<file path="src/rtl/alu16_pkg.sv">
package alu16_pkg;

    typedef enum logic [3:0] {
        OP_ADD = 4'd0,
        OP_SUB = 4'd1,
        OP_AND = 4'd2,
        OP_OR  = 4'd3,
        OP_XOR = 4'd4,
        OP_NOT = 4'd5,
        OP_CMP = 4'd6,
        OP_LSL = 4'd7,
        OP_LSR = 4'd8,
        OP_ASR = 4'd9
    } alu_op_e;

    typedef struct packed {
        logic n;
        logic z;
        logic c;
        logic v;
    } flags_t;

endpackage

</file>
<file path="src/rtl/alu16_addsub.sv">
module alu16_addsub #(
    parameter int W = 16
) (
    input  logic [W-1:0] a_i,
    input  logic [W-1:0] b_i,
    input  logic         sub_i,
    output logic [W-1:0] sum_o,
    output logic         carry_o,
    output logic         ovf_o
);
    logic [W-1:0] b_eff;
    logic [W:0]   wide;

    always_comb begin
        b_eff   = sub_i ? ~b_i : b_i;
        wide    = {1'b0, a_i} + {1'b0, b_eff} + {{W{1'b0}}, sub_i};
        sum_o   = wide[W-1:0];
        carry_o = wide[W];
        ovf_o   = (a_i[W-1] == b_eff[W-1]) && (sum_o[W-1] != a_i[W-1]);
    end
endmodule

</file>
<file path="src/rtl/alu16_logic.sv">
module alu16_logic #(
    parameter int W = 16
) (
    input  alu16_pkg::alu_op_e op_i,
    input  logic [W-1:0]       a_i,
    input  logic [W-1:0]       b_i,
    output logic [W-1:0]       res_o
);
    import alu16_pkg::*;

    always_comb begin
        unique case (op_i)
            OP_AND:  res_o = a_i & b_i;
            OP_OR:   res_o = a_i | b_i;
            OP_XOR:  res_o = a_i ^ b_i;
            OP_NOT:  res_o = ~a_i;
            default: res_o = '0;
        endcase
    end
endmodule

</file>
<file path="src/rtl/alu16_shift.sv">
module alu16_shift #(
    parameter int W  = 16,
    parameter int AW = $clog2(W)
) (
    input  alu16_pkg::alu_op_e op_i,
    input  logic [W-1:0]       a_i,
    input  logic [AW-1:0]      amt_i,
    output logic [W-1:0]       res_o,
    output logic               carry_o,
    output logic               moved_o
);
    import alu16_pkg::*;

    logic [W:0]        left_ext;
    logic [W:0]        right_ext;
    logic signed [W:0] arith_ext;

    always_comb begin
        left_ext  = {1'b0, a_i} << amt_i;
        right_ext = {a_i, 1'b0} >> amt_i;
        arith_ext = $signed({a_i, 1'b0}) >>> amt_i;
        moved_o   = (amt_i != '0);
        unique case (op_i)
            OP_LSL: begin
                res_o   = left_ext[W-1:0];
                carry_o = left_ext[W];
            end
            OP_LSR: begin
                res_o   = right_ext[W:1];
                carry_o = right_ext[0];
            end
            OP_ASR: begin
                res_o   = arith_ext[W:1];
                carry_o = arith_ext[0];
            end
            default: begin
                res_o   = '0;
                carry_o = 1'b0;
            end
        endcase
    end
endmodule

</file>
<file path="src/rtl/nzcv_alu.sv">
module nzcv_alu #(
    parameter int W = 16
) (
    input  logic         clk,
    input  logic         rst,
    input  logic [3:0]   op_i,
    input  logic [W-1:0] a_i,
    input  logic [W-1:0] b_i,
    input  logic         flag_we,
    output logic [W-1:0] result_o,
    output logic         result_valid_o,
    output logic [3:0]   flags_o
);
    import alu16_pkg::*;

    localparam int AW = $clog2(W);

    alu_op_e      op;
    flags_t       flags_q;
    flags_t       flags_d;
    logic         op_legal;
    logic [W-1:0] as_sum;
    logic         as_c;
    logic         as_v;
    logic [W-1:0] lg_res;
    logic [W-1:0] sh_res;
    logic         sh_c;
    logic         sh_moved;

    assign op = alu_op_e'(op_i);

    alu16_addsub #(.W(W)) u_addsub (
        .a_i    (a_i),
        .b_i    (b_i),
        .sub_i  (op != OP_ADD),
        .sum_o  (as_sum),
        .carry_o(as_c),
        .ovf_o  (as_v)
    );

    alu16_logic #(.W(W)) u_logic (
        .op_i (op),
        .a_i  (a_i),
        .b_i  (b_i),
        .res_o(lg_res)
    );

    alu16_shift #(.W(W), .AW(AW)) u_shift (
        .op_i   (op),
        .a_i    (a_i),
        .amt_i  (b_i[AW-1:0]),
        .res_o  (sh_res),
        .carry_o(sh_c),
        .moved_o(sh_moved)
    );

    // Result selection and next-flag computation
    always_comb begin
        flags_d        = flags_q;
        op_legal       = 1'b1;
        result_valid_o = 1'b1;
        result_o       = '0;
        unique case (op)
            OP_ADD, OP_SUB: begin
                result_o  = as_sum;
                flags_d.c = as_c;
                flags_d.v = as_v;
            end
            OP_CMP: begin
                result_o       = as_sum;
                result_valid_o = 1'b0;
                flags_d.c      = as_c;
                flags_d.v      = as_v;
            end
            OP_AND, OP_OR, OP_XOR, OP_NOT: begin
                result_o  = lg_res;
                flags_d.v = 1'b0;
            end
            OP_LSL, OP_LSR, OP_ASR: begin
                result_o  = sh_res;
                flags_d.v = 1'b0;
                if (sh_moved) flags_d.c = sh_c;
            end
            default: begin
                op_legal       = 1'b0;
                result_valid_o = 1'b0;
            end
        endcase
        flags_d.n = result_o[W-1];
        flags_d.z = (result_o == '0);
    end

    // Flag register: load or hold
    always_ff @(posedge clk) begin
        if (rst)
            flags_q <= '0;
        else if (flag_we && op_legal)
            flags_q <= flags_d;
    end

    assign flags_o = flags_q;

    // Assertions
    logic rst_q;
    always_ff @(posedge clk) rst_q <= rst;

    always_ff @(posedge clk) begin
        if (rst_q) begin
            p_reset_clear_r9: assert (flags_o == 4'b0000)
                else $error("flags not cleared by reset");
        end
    end

    p_hold_flags_r8: assert property (@(posedge clk) disable iff (rst)
        !flag_we |=> $stable(flags_o));

    p_illegal_hold_r10: assert property (@(posedge clk) disable iff (rst)
        !op_legal |=> $stable(flags_o));

    p_cmp_no_wb_r3: assert property (@(posedge clk) disable iff (rst)
        (op_i == 4'd6) |-> !result_valid_o);

    p_n_track_r5: assert property (@(posedge clk) disable iff (rst)
        (flag_we && op_legal) |=> flags_o[3] == $past(result_o[W-1]));

    p_z_track_r5: assert property (@(posedge clk) disable iff (rst)
        (flag_we && op_legal) |=> flags_o[2] == ($past(result_o) == '0));

    p_logic_keep_c_r4: assert property (@(posedge clk) disable iff (rst)
        (flag_we && op_i >= 4'd2 && op_i <= 4'd5) |=> (flags_o[1] == $past(flags_o[1])) && !flags_o[0]);

    p_shift_zero_keep_c_r7: assert property (@(posedge clk) disable iff (rst)
        (flag_we && op_i >= 4'd7 && op_i <= 4'd9 && b_i[AW-1:0] == '0) |=> flags_o[1] == $past(flags_o[1]));

endmodule

</file>
<file path="config.mk">
export PLATFORM = sky130hd
export DESIGN_NAME = nzcv_alu
export DESIGN_NICKNAME = d
export VERILOG_FILES = /design/src/rtl/alu16_pkg.sv /design/src/rtl/alu16_addsub.sv /design/src/rtl/alu16_logic.sv /design/src/rtl/alu16_shift.sv /design/src/rtl/nzcv_alu.sv
export SDC_FILE = /design/constraint.sdc
export NUM_CORES = 1
export LEC_CHECK = 0
export ABC_AREA = 1
export ABC_CLOCK_PERIOD_IN_PS = 4150
export BUFFER_PORTS_ARGS = -buffer_cell sky130_fd_sc_hd__buf_2
export CELL_PAD_IN_SITES_DETAIL_PLACEMENT = 0
export CELL_PAD_IN_SITES_GLOBAL_PLACEMENT = 2
export CORE_ASPECT_RATIO = 0.6
export CORE_MARGIN = 2
export CORE_UTILIZATION = 27
export CTS_BUF_LIST = sky130_fd_sc_hd__clkbuf_2 sky130_fd_sc_hd__clkbuf_4 sky130_fd_sc_hd__clkbuf_8
export DETAILED_ROUTE_END_ITERATION = 8
export PLACE_DENSITY = 0.86
export SYNTH_ARGS = -nofsm -noshare
export SYNTH_HDL_FRONTEND = slang
export SYNTH_SLANG_ARGS = --single-unit
</file>
<file path="constraint.sdc">
create_clock -name clk -period 4.15 [get_ports clk]
set_clock_uncertainty 0.2 [all_clocks]
set_input_delay 0.83 -clock clk [delete_from_list [all_inputs] [get_ports clk]]
set_output_delay 0.83 -clock clk [all_outputs]
set_load 0.01 [all_outputs]
</file>
==> results.md <==
- The run finished with clean final reports.
- Of all flip-flops after synthesis, the portion carrying an async set or reset was 0%.
- The signal arrival time at the worst endpoint is 3.08 ns.
- The placer's final routability congestion estimate is 0.958.
- The number of antenna violations at the first check in global routing is 0.
- The placement-stage worst setup slack is -0.137 ns.
- For met2 alone, demand over resource in global routing was 28.5%.
- Measured against its own limit, the worst slew margin works out to 62.9%.
- The overall routed net length is 18.1 mm.
- The standby leakage power is 0.00285 uW.
- Entering global routing, the biggest net connects 39 pins.
- The number of max-capacitance violations reported is 0.
- Once routing completed, OpenROAD measured the worst setup slack at 0.0379 ns.
- In the global route stage, overall resource usage came out at 21.8%.
- Of the cells placed in the final design, the portion with a size suffix greater than 1 is 27.5%.
- The area growth from synthesis to layout is 36.6%.
- Dividing the synthesized area by the synthesized cell count gives 5.32 sq um.
- The type of the tightest min-delay check is reg2reg.
- The cell area after technology mapping is 4000 sq um.
- Of all nets on the critical path, the largest fanout is 5.
- The placeable core region is 14500 sq um.
- The total CTS buffers is 3.
- The number of placement rows is 34.
- The HPWL after detailed placement is 14.5 mm.
- The final critical-path required period is 4.11 ns.
- Clock-pin slew was measured on the worst setup and hold paths at 0.03 ns.
- The final setup violation count is 0.
- The final standard cell area without fillers is 5470 sq um.
- The final core utilization is 37.7%.
- The synthesized design contains 0 enable-type register cells.
- The total die area is 15800 sq um.
- The initial detailed-routing violation count is 676.
- The first-pass GRT wire length is 27.1 mm.
- In the final routed layout, each cell accounts on average for 17.2 um.
- The total number of vias is 5451.
- The number of slew-limit violations in the final report is 0.
- After detailed routing, the number of remaining DRC violations is 0.
- After detailed routing, the number of vias per cell comes to 5.19.
- The die is 161 um wide.
- The number of filler cells placed in the layout is 1638.
- For the worst-skew pair, the clock arrives at the later sink with an insertion delay of 0.21 ns.
- The buffer type at the clock tree root is sky130_fd_sc_hd__clkbuf_8.
- The flip-flop count of the largest register after layout is 4.
- The number of nets in the final layout is 945.
- 0 antenna diodes ended up in the layout.
- In this run the cell area measured after placement is 4790 sq um.
- The clock tree from TritonCTS is done.
- The H-tree depth reported by CTS is 1.
- In this run the tool buffered the top-level ports with 59 buffer cells.
- The aggregate global routing overflow is 0.
- The number of global-route vias before repair was 4678.
- The number of synthesis warnings is 0.
- The critical path start-end classification is in2out.
- The total clock sinks is 4.
- The layer flagged by global routing as most heavily used is met1.
- The die outline height is 98.3 um.
- The category of the worst setup path launch point is an input pin.
- The synthesized design contains 4 register bits.
- The sequential fraction of the synthesis area is 2.00%.
- Synthesis produced a netlist whose cell count is 753.
- The met1 track demand over resource is 38.9%.
- STA classifies the critical path endpoint as an output pin.
- The power density normalized to cell area is 156 nW/um^2.
- Once detail routing completed, the nets flagged for antenna violations numbered 0.
- Before antenna repair, the detailed router went through 6 iterations.
- The register-to-register path setup slack is 3.23 ns.
- For the worst setup path, the data required time is 3.12 ns.
- The effective utilization at floorplan is 27.6%.
- The worst vdd rail ir drop is 0.165 mV.
- The smallest hold slack is 0.279 ns.
- The final number of hold-violating endpoints is 0.
- The maximum clock frequency is 0.243 GHz.
- The synthesized net count is 844.
- For the pin with the worst max-slew slack, the measured transition is 0.551 ns.
- The netlist uses 45 different library cells.
- The flip-flop cell with the highest count after synthesis is sky130_fd_sc_hd__dfxtp_1.
- After clock tree synthesis, the flow added hold-fix buffers numbering 0.
- The number of primary I/O pins is 60.
- The maximum buffer depth of the clock tree is 2.
- Setup repair after global routing could not meet its margin everywhere.
- The met3 layer usage reported by global route is 0.595%.
- The share of the clock period used by the worst path is 99.1%.
## routing by layer
layer	routed length [um]	share of wire (%)
met1	9680	54
met2	6890	38
met3	1500	8.3
met4	0	0
met5	0	0
## placed cells by master (no fill, tap or decap), types with 7 or more instances in the layout
cell type,synthesis,routed
sky130_fd_sc_hd__a21oi_2,2,12
sky130_fd_sc_hd__o21ai_1,4,7
sky130_fd_sc_hd__inv_2,4,7
sky130_fd_sc_hd__ha_4,0,9
sky130_fd_sc_hd__xor2_1,16,7
sky130_fd_sc_hd__nand4_1,7,7
sky130_fd_sc_hd__o21ai_0,35,29
sky130_fd_sc_hd__nand2_2,5,22
sky130_fd_sc_hd__nand3_1,117,113
sky130_fd_sc_hd__buf_4,5,58
sky130_fd_sc_hd__nand2_1,237,214
sky130_fd_sc_hd__nand2_4,1,7
sky130_fd_sc_hd__inv_1,71,66
sky130_fd_sc_hd__ha_1,51,42
sky130_fd_sc_hd__buf_2,11,56
sky130_fd_sc_hd__a21oi_1,32,19
sky130_fd_sc_hd__nor2_2,4,16
sky130_fd_sc_hd__nor2_1,83,69
## cell families (layout without fill, tap and decap cells)
| group | Yosys count | after routing | synth area share [%] |
|---|---|---|---|
| adders and majority gates | 52 | 52 | 16.4 |
| buffers and inverters | 106 | 205 | 11.9 |
| DFF | 4 | 4 | 2.00 |
| AOI/OAI and AO/OA | 105 | 105 | 15.8 |
| and+or+nand+nor | 469 | 469 | 50.1 |
| xor gates and xnor gates | 17 | 17 | 3.72 |
## cell usage after synthesis, types with 5 or more instances
| cell | number | share of area, % |
|---|---|---|
| sky130_fd_sc_hd__nand2_1 | 237 | 22 |
| sky130_fd_sc_hd__nand3_1 | 117 | 15 |
| sky130_fd_sc_hd__nor2_1 | 83 | 7.8 |
| sky130_fd_sc_hd__inv_1 | 71 | 6.7 |
| sky130_fd_sc_hd__ha_1 | 51 | 16 |
| sky130_fd_sc_hd__o21ai_0 | 35 | 4.4 |
| sky130_fd_sc_hd__a21oi_1 | 32 | 4.0 |
| sky130_fd_sc_hd__xor2_1 | 16 | 3.5 |
| sky130_fd_sc_hd__buf_2 | 11 | 1.4 |
| sky130_fd_sc_hd__nand4_1 | 7 | 1.1 |
| sky130_fd_sc_hd__buf_6 | 6 | 1.7 |
| sky130_fd_sc_hd__clkbuf_1 | 6 | 0.56 |
| sky130_fd_sc_hd__a211oi_1 | 5 | 0.94 |
| sky130_fd_sc_hd__buf_4 | 5 | 0.94 |
| sky130_fd_sc_hd__nand2_2 | 5 | 0.78 |
| sky130_fd_sc_hd__nor3_1 | 5 | 0.63 |
| sky130_fd_sc_hd__o211ai_1 | 5 | 0.94 |
| sky130_fd_sc_hd__o2bb2ai_1 | 5 | 1.1 |
## per-stage QoR
stage,power [uW],std cells,TNS (ns)
4_1_cts,780,1048,0
6_report,854,1050,0
3_3_place_gp,642,1035,-0.433
3_5_place_dp,639,1035,-0.381
2_1_floorplan,401,753,0
5_1_grt,923,1050,-0.106
## worst paths after layout
check / from / end / cells after the start
hold / removal: flags_o[0] / flags_o[0] / 2
setup reg to reg: flags_o[1] / flags_o[1] / 2
hold reg to reg: flags_o[0] / flags_o[0] / 2
setup / recovery: op_i[0] / result_o[12] / 18
## worst max-delay path, stage by stage
cell                       delay (ns)
sky130_fd_sc_hd__buf_8           0.11
sky130_fd_sc_hd__inv_6           0.05
sky130_fd_sc_hd__nand2_4         0.05
sky130_fd_sc_hd__nor3_4          0.16
sky130_fd_sc_hd__buf_6           0.22
sky130_fd_sc_hd__buf_8           0.17
sky130_fd_sc_hd__xor2_4          0.18
sky130_fd_sc_hd__ha_4            0.23
sky130_fd_sc_hd__a21o_1          0.21
sky130_fd_sc_hd__nor2_2          0.16
sky130_fd_sc_hd__nand2_2         0.10
sky130_fd_sc_hd__nand2_2         0.08
sky130_fd_sc_hd__nand3b_1        0.08
sky130_fd_sc_hd__nand2_1         0.08
sky130_fd_sc_hd__nor2_2          0.04
sky130_fd_sc_hd__nor2_2          0.14
sky130_fd_sc_hd__inv_1           0.05
sky130_fd_sc_hd__buf_2           0.13
## cell type report
class	count	area, sq um	share of cell area, %
Timing Repair Buffer	124	853	15.6
Clock buffer	3	41.3	0.755
Tap cell	198	248	4.53
Inverter	78	303	5.54
Multi-Input combinational cell	643	3940	72.1
Sequential cell	4	80.1	1.46
## where the power goes
part | internal [uW] | switching [uW]
clock network | 62.0 | 21.8
registers | 40.6 | 1.20
logic | 286 | 442
total | 389 | 465
## repair_timing
item,CTS,global route
resized for setup,67,59
endpoints found under the setup margin,6,10
gates cloned,1,0
buffers inserted,9,4
pin swaps,32,39
(Power assumes the default switching activity.)
